==> config.mk <==
export PLATFORM = sky130hd
export DESIGN_NAME = adaptive_slip_queue
export DESIGN_NICKNAME = d
export VERILOG_FILES = /design/src/rtl/slip_pkg.sv /design/src/rtl/slip_feedback.sv /design/src/rtl/slip_limit.sv /design/src/rtl/slip_occupancy.sv /design/src/rtl/adaptive_slip_queue.sv
export SDC_FILE = /design/constraint.sdc
export NUM_CORES = 1
export LEC_CHECK = 0
export CAP_MARGIN = 25
export CORE_ASPECT_RATIO = 0.8
export CORE_MARGIN = 3
export CORE_UTILIZATION = 25
export DETAILED_ROUTE_END_ITERATION = 6
export HOLD_SLACK_MARGIN = 0.15
export PLACE_DENSITY = 0.44
export SLEW_MARGIN = 20
export SYNTH_ARGS = -nofsm -noshare
export SYNTH_HDL_FRONTEND = slang
export SYNTH_SLANG_ARGS = --single-unit
export TNS_END_PERCENT = 20
==> constraint.sdc <==
create_clock -name clk -period 5.39 [get_ports clk]
set_input_delay 1.3475 -clock clk [delete_from_list [all_inputs] [get_ports clk]]
set_output_delay 1.3475 -clock clk [all_outputs]
set_load 0.02 [all_outputs]
==> src/rtl/slip_pkg.sv <==
package slip_pkg;
    typedef enum logic [1:0] {
        ADJ_HOLD   = 2'd0,
        ADJ_GROW   = 2'd1,
        ADJ_SHRINK = 2'd2
    } adj_e;
endpackage

==> src/rtl/slip_feedback.sv <==
module slip_feedback
    import slip_pkg::*;
#(
    parameter int CNT_W = 16,
    parameter int EVT_W = 8
) (
    input  logic             clk,
    input  logic             rst_n,
    input  logic             late_evt,
    input  logic             useful_evt,
    input  logic             adapt_strobe,
    input  logic             pbuf_full,
    input  logic [EVT_W-1:0] evt_window,
    output logic             fire,
    output adj_e             adj
);
    localparam logic [CNT_W-1:0] CNT_MAX = {CNT_W{1'b1}};
    localparam logic [EVT_W:0]   EVT_MAX = {1'b0, {EVT_W{1'b1}}};

    typedef struct packed {
        logic [CNT_W-1:0] late;
        logic [CNT_W-1:0] useful;
        logic [EVT_W-1:0] evts;
    } fb_t;

    fb_t fb_d, fb_q;
    logic [CNT_W-1:0] late_nx, useful_nx;
    logic [EVT_W:0]   evt_sum;
    logic             trig;

    always_comb begin
        late_nx   = (fb_q.late   == CNT_MAX) ? fb_q.late   : fb_q.late   + CNT_W'(late_evt);
        useful_nx = (fb_q.useful == CNT_MAX) ? fb_q.useful : fb_q.useful + CNT_W'(useful_evt);
        evt_sum   = {1'b0, fb_q.evts} + (EVT_W+1)'(late_evt) + (EVT_W+1)'(useful_evt);
        trig      = adapt_strobe ||
                    ((evt_window != '0) && (evt_sum >= {1'b0, evt_window}));
        adj = ADJ_HOLD;
        if (trig && !pbuf_full) begin
            if ({late_nx, 1'b0} > {1'b0, useful_nx}) adj = ADJ_GROW;
            else                                     adj = ADJ_SHRINK;
        end
        fb_d = fb_q;
        if (trig) begin
            fb_d = '0;
        end else begin
            fb_d.late   = late_nx;
            fb_d.useful = useful_nx;
            fb_d.evts   = (evt_sum > EVT_MAX) ? EVT_MAX[EVT_W-1:0] : evt_sum[EVT_W-1:0];
        end
        fire = trig;
    end

    always_ff @(posedge clk) begin
        if (!rst_n) fb_q <= '0;
        else        fb_q <= fb_d;
    end

    // counts restart after every adaptation point
    a_r9_clear: assert property (@(posedge clk) disable iff (!rst_n)
        fire |=> (fb_q.late == '0 && fb_q.useful == '0 && fb_q.evts == '0));
    // a saturated counter stays saturated until cleared
    a_r11_sat: assert property (@(posedge clk) disable iff (!rst_n)
        (fb_q.late == CNT_MAX && !fire) |=> fb_q.late == CNT_MAX);
endmodule

==> src/rtl/slip_limit.sv <==
module slip_limit
    import slip_pkg::*;
#(
    parameter int DW         = 5,
    parameter int MIN_DEPTH  = 2,
    parameter int MAX_DEPTH  = 16,
    parameter int INIT_DEPTH = 4
) (
    input  logic          clk,
    input  logic          rst_n,
    input  logic          fire,
    input  adj_e          adj,
    input  logic          pbuf_full,
    output logic [DW-1:0] limit
);
    localparam logic [DW-1:0] LIM_MIN  = DW'(MIN_DEPTH);
    localparam logic [DW-1:0] LIM_MAX  = DW'(MAX_DEPTH);
    localparam logic [DW-1:0] LIM_INIT = DW'(INIT_DEPTH);

    logic [DW-1:0] limit_d, limit_q;

    always_comb begin
        limit_d = limit_q;
        unique case (adj)
            ADJ_GROW:   if (limit_q < LIM_MAX) limit_d = limit_q + 1'b1;
            ADJ_SHRINK: if (limit_q > LIM_MIN) limit_d = limit_q - 1'b1;
            default:    limit_d = limit_q;
        endcase
    end

    always_ff @(posedge clk) begin
        if (!rst_n) limit_q <= LIM_INIT;
        else        limit_q <= limit_d;
    end

    assign limit = limit_q;

    // buffer-full freezes the limit
    a_r5_hold: assert property (@(posedge clk) disable iff (!rst_n)
        (fire && pbuf_full) |=> $stable(limit_q));
    // no change outside an adaptation point
    a_r7_quiet: assert property (@(posedge clk) disable iff (!rst_n)
        !fire |=> $stable(limit_q));

    always_ff @(posedge clk) begin
        if (rst_n) begin
            a_r6_bounds: assert (limit_q >= LIM_MIN && limit_q <= LIM_MAX);
        end
    end
endmodule

==> src/rtl/slip_occupancy.sv <==
module slip_occupancy #(
    parameter int DW = 5
) (
    input  logic          clk,
    input  logic          rst_n,
    input  logic          put_valid,
    input  logic          get_valid,
    input  logic [DW-1:0] limit,
    output logic          put_ready,
    output logic          get_ready,
    output logic [DW-1:0] occ
);
    logic [DW-1:0] occ_d, occ_q;
    logic          put_acc, get_acc;

    always_comb begin
        put_ready = (occ_q < limit);
        get_ready = (occ_q != '0);
        put_acc   = put_valid && put_ready;
        get_acc   = get_valid && get_ready;
        occ_d     = occ_q;
        if (put_acc && !get_acc) occ_d = occ_q + 1'b1;
        if (get_acc && !put_acc) occ_d = occ_q - 1'b1;
    end

    always_ff @(posedge clk) begin
        if (!rst_n) occ_q <= '0;
        else        occ_q <= occ_d;
    end

    assign occ = occ_q;

    a_r2_no_overflow: assert property (@(posedge clk) disable iff (!rst_n)
        (put_valid && !put_ready && !get_valid) |=> $stable(occ_q));
    a_r3_no_underflow: assert property (@(posedge clk) disable iff (!rst_n)
        (get_valid && occ_q == '0 && !put_valid) |=> occ_q == '0);
    a_r4_cancel: assert property (@(posedge clk) disable iff (!rst_n)
        (put_valid && put_ready && get_valid && get_ready) |=> $stable(occ_q));
endmodule

==> src/rtl/adaptive_slip_queue.sv <==
module adaptive_slip_queue
    import slip_pkg::*;
#(
    parameter int MIN_DEPTH  = 2,
    parameter int MAX_DEPTH  = 16,
    parameter int INIT_DEPTH = 4,
    parameter int CNT_W      = 16,
    parameter int EVT_W      = 8,
    localparam int DW        = $clog2(MAX_DEPTH + 1)
) (
    input  logic             clk,
    input  logic             rst_n,
    input  logic             put_valid,
    output logic             put_ready,
    input  logic             get_valid,
    output logic             get_ready,
    input  logic             late_evt,
    input  logic             useful_evt,
    input  logic             adapt_strobe,
    input  logic             pbuf_full,
    input  logic [EVT_W-1:0] evt_window,
    output logic [DW-1:0]    cur_limit,
    output logic [DW-1:0]    occupancy
);
    logic fire;
    adj_e adj;

    slip_feedback #(.CNT_W(CNT_W), .EVT_W(EVT_W)) u_fb (
        .clk(clk), .rst_n(rst_n), .late_evt(late_evt), .useful_evt(useful_evt),
        .adapt_strobe(adapt_strobe), .pbuf_full(pbuf_full),
        .evt_window(evt_window), .fire(fire), .adj(adj)
    );

    slip_limit #(.DW(DW), .MIN_DEPTH(MIN_DEPTH), .MAX_DEPTH(MAX_DEPTH),
                 .INIT_DEPTH(INIT_DEPTH)) u_lim (
        .clk(clk), .rst_n(rst_n), .fire(fire), .adj(adj),
        .pbuf_full(pbuf_full), .limit(cur_limit)
    );

    slip_occupancy #(.DW(DW)) u_occ (
        .clk(clk), .rst_n(rst_n), .put_valid(put_valid), .get_valid(get_valid),
        .limit(cur_limit), .put_ready(put_ready), .get_ready(get_ready),
        .occ(occupancy)
    );

    // tokens above a lowered limit are kept, never dropped
    a_r10_keep: assert property (@(posedge clk) disable iff (!rst_n)
        (occupancy > cur_limit && !get_valid) |=> $stable(occupancy));
endmodule

==> results_dict.tcl, run 1 <==
set metrics [dict create \
    drive_gt1_frac 0.1348 \
    post-route-util 0.3300 \
    critPathKind "primary input to register" \
    drc 0 \
    hold_path_class "register to register" \
    synth-seq-cells 50 \
    grt_pass1_vias 2720 \
    relSlewSlack 0.6919 \
    final_common_cell "dfxtp_1" \
    async_flop_share 0 \
    placedCellCount 584 \
    clockRootBuffer "clkbuf_16" \
    grt_max_degree 32 \
    cp.required_ns 5.61 \
    max_freq_mhz 204.0 \
    area_growth_pct 27.25 \
    outcome "complete, no violations" \
    io_pins 28 \
    syn_inst 367 \
    cts_made_buffers 5 \
    power_mw 1.074 \
    cts_sinks 50 \
    finalMaxSlewViolations 0 \
    fin_worst_skew_ns 0.004474 \
    setup_viol 0 \
    vias_per_cell 4.554 \
    cp-end-kind "register" \
    synth_top_flop_cell "dfxtp_1" \
    start_util 0.2593 \
    core-area_um2 12340 \
    portBuffers 27 \
    worst-slew-pin-transition_ns 0.4572 \
    track_usage 0.1136 \
    rsz0062_at_grt "false" \
    avgRoutedWirePerCell_um 13.09 \
    fin_nets 480 \
    grt-ovfl-total 0 \
    cp_top_family "compound AO/OA/AOI/OAI gates" \
    critPathLaunchType "primary input" \
    stdcell_count 594 \
    cp_common_cell "ha_1" \
    grt_antenna_before_repair 0 \
    r2r_slack_ns 0.71 \
    ys_seq_area_frac 0.3127 \
    cp_cell_sequence "dlymetal6s2s_1 -> fa_2 -> ha_1 -> nand3_1 -> nor2_1 -> xor2_1 -> ha_1 -> and3_1 -> a221o_1 -> a31o_2 -> o211ai_1 -> nor3_2 -> buf_4 -> buf_4 -> ha_1 -> a21o_1 -> a21oi_1 -> xnor2_1 -> nand3_1 -> a21oi_1" \
    route.vias.total 2705 \
    vdd_drop_max_v 0.0001494 \
    cts_tree "yes" \
    gp_congestion 0.7984 \
    leakage_nw 1.680 \
    die_h_um 107.2 \
    yosys_warnings 0 \
    fin_crit_sh 0.9093 \
    grt_pass1_wl_mm 13.21 \
    insertion_delay_ns 0.29 \
    hpwl_mm 6.154 \
    synth_area_um2 3201 \
    cts_hold_buf 0 \
    htree_levels 2 \
    slowest_delay_ns 0.43 \
    diodes 0 \
    yosysUniqueCellTypes 51 \
    p_per_area_nw_per_um2 263.8 \
    maxCapViolations 0 \
    synth_area_per_cell_um2 8.721 \
    clock_path_buffers 2 \
    pre_cts_ws_ns -0.1861 \
    synth_nets 425 \
    critPathSlowestCell "fa_2" \
    synth_edf_count 0 \
    dr.pass1.iters 4 \
    path_clk_slew_ns 0.07 \
    mostFrequentLayoutCells "dfxtp_1 (50), nor2_1 (48), ha_1 (38)" \
    ant_nets 0 \
    fp.dieW_um 132.5 \
    worst_slack_ns 0.4886 \
    finalWirelength_mm 7.778 \
    dieArea_um2 14200 \
    rows 36 \
    hold_viol 0 \
    cp_num_buf_inv 3 \
    critPathMaxFanout 3 \
    drt_iter0_drc 105 \
    arrival_ns 5.12 \
    finalCriticalPeriod_ns 4.901 \
]
synth_stat cells (11+ instances only):
cell type / count / share of area
inv_1: 19 / 0.022
xor2_1: 19 / 0.052
ha_1: 39 / 0.15
nor2_1: 48 / 0.056
o21ai_0: 11 / 0.017
nand2_1: 18 / 0.021
nor2b_1: 17 / 0.033
xnor2_1: 18 / 0.049
dfxtp_1: 50 / 0.31
a21oi_1: 17 / 0.027
nand4_1: 12 / 0.023
nand3_1: 18 / 0.028
power breakdown:
group	internal [mW]	switching, mW	leakage, nW
Clock	0.185	0.141	0.0739
Combinational	0.157	0.179	1.20
Sequential	0.388	0.0254	0.404
routing by layer:
layer  track usage  routed length (um)  vias to the layer above
li1              -                   -                     1414
met1        0.1568                4104                     1250
met2        0.1806                3365                       31
met3       0.02439                 215                       10
met4       0.02893                  92                        0
met5             0                   0                        -
layout make-up:
class,count,area [um2]
fill,1314,8269
multi-input combinational,292,2165
sequential,50,1001
timing repair buffer,53,470.5
tap,171,214.0
clock buffer,7,142.6
inverter,20,75.07
clock inverter,1,5.005
what timing repair did:
item,4_1_cts,5_1_grt
gates resized for setup,0,12
setup buffers,0,2
setup endpoints to repair,0,3
worst min-delay path, delay by kind of cell (launching register included):
kind	cells	cell delay (ns)
compound gates	2	0.14
flops	1	0.35
final timing paths:
kind	from	endpoint	cells after the start
worst min-delay path	u_lim.limit[0]	u_lim.limit[0]	2
worst max register to register	u_fb.fb_q[28]	u_lim.limit[4]	21
worst min register to register	u_lim.limit[0]	u_lim.limit[0]	2
worst max-delay path	late_evt	u_lim.limit[3]	20
metrics by stage:
step | instance area [um2] | hold slack, ns | TNS, ns
2_1_floorplan | 3201 | 0.5067 | 0
3_3_place_gp | 3847 | 0.5145 | -0.2386
3_5_place_dp | 3847 | 0.5251 | -0.4205
4_1_cts | 3995 | 0.5407 | 0
5_1_grt | 4073 | 0.5834 | 0
6_report | 4073 | 0.5400 | 0
flip-flops by register name, summed over array words and instances, names as in the netlist:
name	count
u_fb.fb_q	40
u_occ.occ	5
u_lim.limit	5
cells by family after synthesis:
family                     count (synthesis)  synth area share
muxes                                      1          0.003518
xor gates and xnor gates                  37            0.1013
AOI/OAI and AO/OA                         58            0.1259
adders and majority gates                 42            0.1712
buffers and inverters                     25           0.03010
DFF                                       50            0.3127
and+or+nand+nor                          154            0.2553
No activity file was read; power rests on OpenSTA's default activity.
==> run 2, diff against run 1 <==
- SYNTH_HIERARCHICAL: not set -> 1
==> results_dict.tcl, run 2 <==
set metrics [dict create \
    drt_iter0_drc 89 \
    rows 36 \
    clockRootBuffer "clkbuf_16" \
    hold_viol 0 \
    cts_hold_buf 0 \
    yosys_warnings 6 \
    design_area_um2 4244 \
    portBuffers 27 \
    critPathLaunchType "primary input" \
    critPathKind "primary input to register" \
    cp.required_ns 5.55 \
    vias_per_cell 4.488 \
    grt_pass1_wl_mm 13.14 \
    diodes 0 \
    mostFrequentLayoutCells "dfxtp_1 (50), nor2_1 (47), ha_1 (34)" \
    outcome "complete, no violations" \
    grt_pass1_vias 2758 \
    grt-ovfl-total 0 \
    area_growth_pct 28.48 \
    netlist_top_cells_area "dfxtp_1 (30%), ha_1 (14%), nor2_1 (5.6%)" \
    rsz0062_at_grt "true" \
    finalWirelength_mm 7.628 \
    synth_nets 441 \
    arrival_ns 5.30 \
    cp-end-kind "register" \
    drive_gt1_frac 0.1741 \
    route.vias.total 2778 \
    insertion_delay_ns 0.29 \
    async_flop_share 0 \
    vdd_drop_max_v 0.0001238 \
    grt_max_degree 21 \
    core-area_um2 12520 \
    pre_cts_ws_ns -0.2156 \
    top_layer_used "met4" \
    dieArea_um2 14640 \
    cp_cell_sequence "clkdlybuf4s50_1 -> ha_1 -> nand3_1 -> or4_4 -> nor2_2 -> and3_2 -> xor2_2 -> ha_4 -> a21o_1 -> a211oi_1 -> o211ai_1 -> a211oi_2 -> buf_4 -> nand2b_4 -> xnor2_2 -> ha_2 -> nor2_1 -> mux2_2 -> a21oi_1 -> o21ai_1" \
    hold_path_class "register to register" \
    worst-slew-pin-transition_ns 0.5971 \
    dr.pass1.iters 4 \
    r2r-end "u_lim/limit[2]" \
    hpwl_mm 6.171 \
    critPathMaxFanout 4 \
    fin_crit_sh 0.9538 \
    cts_tree "yes" \
    grt_antenna_before_repair 0 \
    holdPathEnd "u_occ/occ[4]" \
    gp_congestion 0.7696 \
    regMostFlops "u_fb/fb_q" \
    max_freq_mhz 194.5 \
    finalCriticalPeriod_ns 5.141 \
    yosysUniqueCellTypes 57 \
    htree_levels 2 \
    synth_area_um2 3303 \
    setup_viol 0 \
    final_common_cell "dfxtp_1" \
    met2_length_mm 3.215 \
    clock_path_buffers 2 \
    critPathSlowestCell "clkdlybuf4s50_1" \
    synth_top_flop_cell "dfxtp_1" \
    fp.dieW_um 134.5 \
    synth_area_per_cell_um2 8.580 \
    path_clk_slew_ns 0.07 \
    largest_register_ff_count 40 \
    synth_top_area_cell "dfxtp_1" \
    die_h_um 108.8 \
    wl_met1_mm 4.083 \
    worst_slack_ns 0.2489 \
    synth-seq-cells 50 \
    reg2reg_depth 20 \
    relSlewSlack 0.6019 \
    finalMaxSlewViolations 0 \
    track_usage 0.1105 \
    ant_nets 0 \
    drc 0 \
    synth_top_area_share 0.3030 \
    io_pins 28 \
    r2r_start "u_fb/fb_q[32]" \
    maxCapViolations 0 \
    met3_length_um 282 \
    syn_inst 385 \
    worstHoldStart "u_occ/occ[4]" \
    synth_edf_count 0 \
    synthTopCellsByCount "dfxtp_1 (50), nor2_1 (49), ha_1 (38), inv_1 (24), nand2_1 (23)" \
    cts_sinks 50 \
    fin_worst_skew_ns 0.005253 \
    avgRoutedWirePerCell_um 12.32 \
    p_per_area_nw_per_um2 254.6 \
    min_path_cells 2 \
    r2r_slack_ns 1.07 \
    synth.most_common_cell "dfxtp_1" \
    fin_nets 503 \
    cp-startpoint "late_evt" \
    leakage_nw 1.820 \
    post_dp_cell_area_um2 4014 \
    cts_made_buffers 5 \
    slowest_delay_ns 0.48 \
    ys_seq_area_frac 0.3030 \
    start_util 0.2638 \
]
[run 2: metal layers]
layer	track usage	up-vias
met5	0	-
met4	0.01962	0
met3	0.02629	4
met2	0.1707	29
met1	0.1586	1269
li1	-	1476
[run 2: layout make-up]
cell class,instances,area [um2]
fillers,1347,8278
multi-input cells,306,2271
flip-flops and latches,50,1001
repair buffers,60,520.5
well taps,171,214.0
clock buffers,7,142.6
inverters,24,90.09
clock inverters,1,5.005
[run 2: cells by family after synthesis]
kind of cell / count (synthesis) / share of synthesized area
XOR/XNOR: 32 / 0.08712
buffers and inverters: 29 / 0.03333
flip-flops: 50 / 0.3030
AO/OA/AOI/OAI: 60 / 0.1216
adder cells (fa/ha/maj): 40 / 0.1561
AND/OR/NAND/NOR: 168 / 0.2803
multiplexers: 6 / 0.01856
[run 2: how the worst max path moves through the flow]
stage                           to  slack [ns]  cells after the start
floorplan           u_lim/limit[4]        0.35                     20
global placement    u_lim/limit[4]       -0.22                     22
detailed placement  u_lim/limit[4]       -0.22                     22
CTS                 u_lim/limit[4]        0.07                     22
global route        u_lim/limit[2]       -0.03                     22
finish              u_lim/limit[2]        0.25                     20
[run 2: stage by stage]
step | util | instances | hold WS [ns] | setup TNS (ns) | power (mW)
after detailed placement | 0.3205 | 610 | 0.5191 | -0.5333 | 0.7692
after CTS | 0.3323 | 618 | 0.5286 | 0 | 1.097
after global placement | 0.3205 | 610 | 0.5154 | -0.5634 | 0.7655
after floorplan | - | 385 | 0.4915 | 0 | 0.6396
after global routing | 0.3389 | 619 | 0.5854 | -0.04394 | 1.157
final | 0.3389 | 619 | 0.5307 | 0 | 1.081
[run 2: power by group]
part	internal, mW	switching, mW	total, mW
clock	0.184	0.134	0.318
combinational	0.171	0.173	0.345
sequential	0.388	0.0296	0.418
[run 2: critical path, delay by kind of cell]
family | cells | cell delay [ns]
compound gates | 6 | 1.02
xor+xnor | 2 | 0.35
fa+ha+maj | 3 | 0.63
simple gates | 6 | 1.03
mux | 1 | 0.29
buf+inv | 2 | 0.63
[run 2: what timing repair did]
item | in CTS | in global routing
setup endpoints to repair | 0 | 5
gates resized for setup | 0 | 14
setup buffers | 0 | 1
==> run 3, diff against run 2 <==
- CORE_UTILIZATION: 25 -> 55
- PLACE_DENSITY: 0.44 -> 0.79
==> results_dict.tcl, run 3 (synthesized netlist as in run 2, its figures left out) <==
set metrics [dict create \
    worst-slew-pin-transition_ns 0.8789 \
    grt_pass1_wl_mm 12.71 \
    final_common_cell "dfxtp_1" \
    core-area_um2 5615 \
    grt_antenna_before_repair 0 \
    cts_sinks 50 \
    p_per_area_nw_per_um2 257.2 \
    htree_levels 2 \
    hpwl_mm 5.942 \
    avgRoutedWirePerCell_um 14.92 \
    worstHoldStart "u_fb/fb_q[17]" \
    reg2reg_depth 20 \
    vias_per_cell 5.638 \
    route.vias.total 2926 \
    cp-end-kind "register" \
    grt_max_degree 18 \
    gp_congestion 0.9407 \
    power_mw 1.040 \
    leakage_nw 1.771 \
    finalCriticalPeriod_ns 5.139 \
    fin_nets 497 \
    ant_nets 0 \
    placedCellCount 511 \
    finalWirelength_mm 7.745 \
    drc 0 \
    maxCapViolations 0 \
    clockRootBuffer "clkbuf_8" \
    die_h_um 75.32 \
    critPathMaxFanout 5 \
    max_freq_mhz 194.6 \
    grt-ovfl-total 0 \
    critPathLaunchType "primary input" \
    finalMaxSlewViolations 0 \
    io_pins 28 \
    grt_pass1_vias 2853 \
    holdPathEnd "u_fb/fb_q[17]" \
    mostFrequentLayoutCells "dfxtp_1 (50), nor2_1 (46), ha_1 (35)" \
    fin_crit_sh 0.9535 \
    r2r_slack_ns 0.95 \
    holdWs_ns 0.5736 \
    diodes 0 \
    outcome "complete, no violations" \
    arrival_ns 5.33 \
    portBuffers 27 \
    path_clk_slew_ns 0.09 \
    cts_made_buffers 5 \
    regMostFlops "u_fb/fb_q" \
    insertion_delay_ns 0.30 \
    dieArea_um2 6978 \
    track_usage 0.2256 \
    area_growth_pct 22.35 \
    largest_register_ff_count 40 \
    cp.required_ns 5.59 \
    rows 24 \
    fp.dieW_um 92.65 \
    min_path_cells 2 \
    setup_viol 0 \
    cts_tree "yes" \
    r2r-end "u_lim/limit[4]" \
    fin_worst_skew_ns 0.009942 \
    vdd_drop_max_v 0.0001637 \
    hold_path_class "register to register" \
    drive_gt1_frac 0.1678 \
    clock_path_buffers 2 \
    rsz0062_at_grt "false" \
    relSlewSlack 0.4141 \
    critPathKind "primary input to register" \
    n_fill_cell 436 \
    dr.pass1.iters 5 \
    r2r_start "u_fb/fb_q[32]" \
    hold_viol 0 \
    start_util 0.5882 \
    stdcell_count 519 \
    drt_iter0_drc 167 \
]
[run 3: what timing repair did]
action                     CTS  global route
hold endpoints to repair     0             0
gates resized for setup      3            15
setup endpoints to repair    2             5
hold buffers                 0             0
pin swaps                    2             4
setup buffers                0             1
[run 3: area by class of cell]
type / count / area [um2] / share of cell area
multi-input cells: 306 / 2252 / 0.5573
clock buffers: 6 / 82.58 / 0.02043
well taps: 78 / 97.59 / 0.02415
repair buffers: 54 / 488.0 / 0.1207
inverters: 24 / 90.09 / 0.02229
clock inverters: 1 / 30.03 / 0.007430
flip-flops and latches: 50 / 1001 / 0.2477
[run 3: worst max-delay path, cell delays in order]
cell,delay [ns]
clkdlybuf4s50_1,0.54
ha_1,0.20
ha_1,0.18
inv_1,0.04
a211o_2,0.33
nor3_1,0.21
xnor2_1,0.20
ha_1,0.30
a21o_1,0.16
a211oi_1,0.24
o211ai_1,0.18
a211oi_2,0.25
buf_4,0.15
nand2b_4,0.06
xnor2_1,0.12
ha_2,0.21
o31a_1,0.24
nor3_1,0.13
o21ai_1,0.10
mux2i_1,0.14
[run 3: stage by stage]
stage / utilization / area [um2] / worst slack (ns) / TNS [ns]
floorplan: - / 3303 / 0.3452 / 0
detailed placement: 0.6883 / 3865 / -0.3319 / -0.9683
global placement: 0.6883 / 3865 / -0.2233 / -0.5499
finish: 0.7197 / 4041 / 0.2508 / 0
CTS: 0.7097 / 3985 / 0.001255 / 0
global route: 0.7197 / 4041 / 0.01230 / 0
[run 3: worst max path at each step]
stage | start | to | depth (start not counted)
floorplan | late_evt | u_lim/limit[4] | 20
finish | useful_evt | u_lim/limit[4] | 20
CTS | late_evt | u_lim/limit[4] | 23
detailed placement | late_evt | u_lim/limit[4] | 22
global placement | late_evt | u_lim/limit[4] | 22
global route | useful_evt | u_lim/limit[2] | 22
[run 3: report_power, final]
| part | switching (mW) | internal, mW | leakage, nW | total (mW) |
|---|---|---|---|---|
| sequential | 0.0285 | 0.388 | 0.404 | 0.416 |
| combinational | 0.180 | 0.172 | 1.31 | 0.352 |
| clock | 0.122 | 0.149 | 0.0573 | 0.271 |
[run 3: layer usage]
layer  up-vias  track usage  wire length (um)
met5         -            0                 0
met2        89       0.3907              3682
met3        19      0.03949               369
li1       1461            -                 -
met4         0      0.06992               119
met1      1357       0.2939              3573
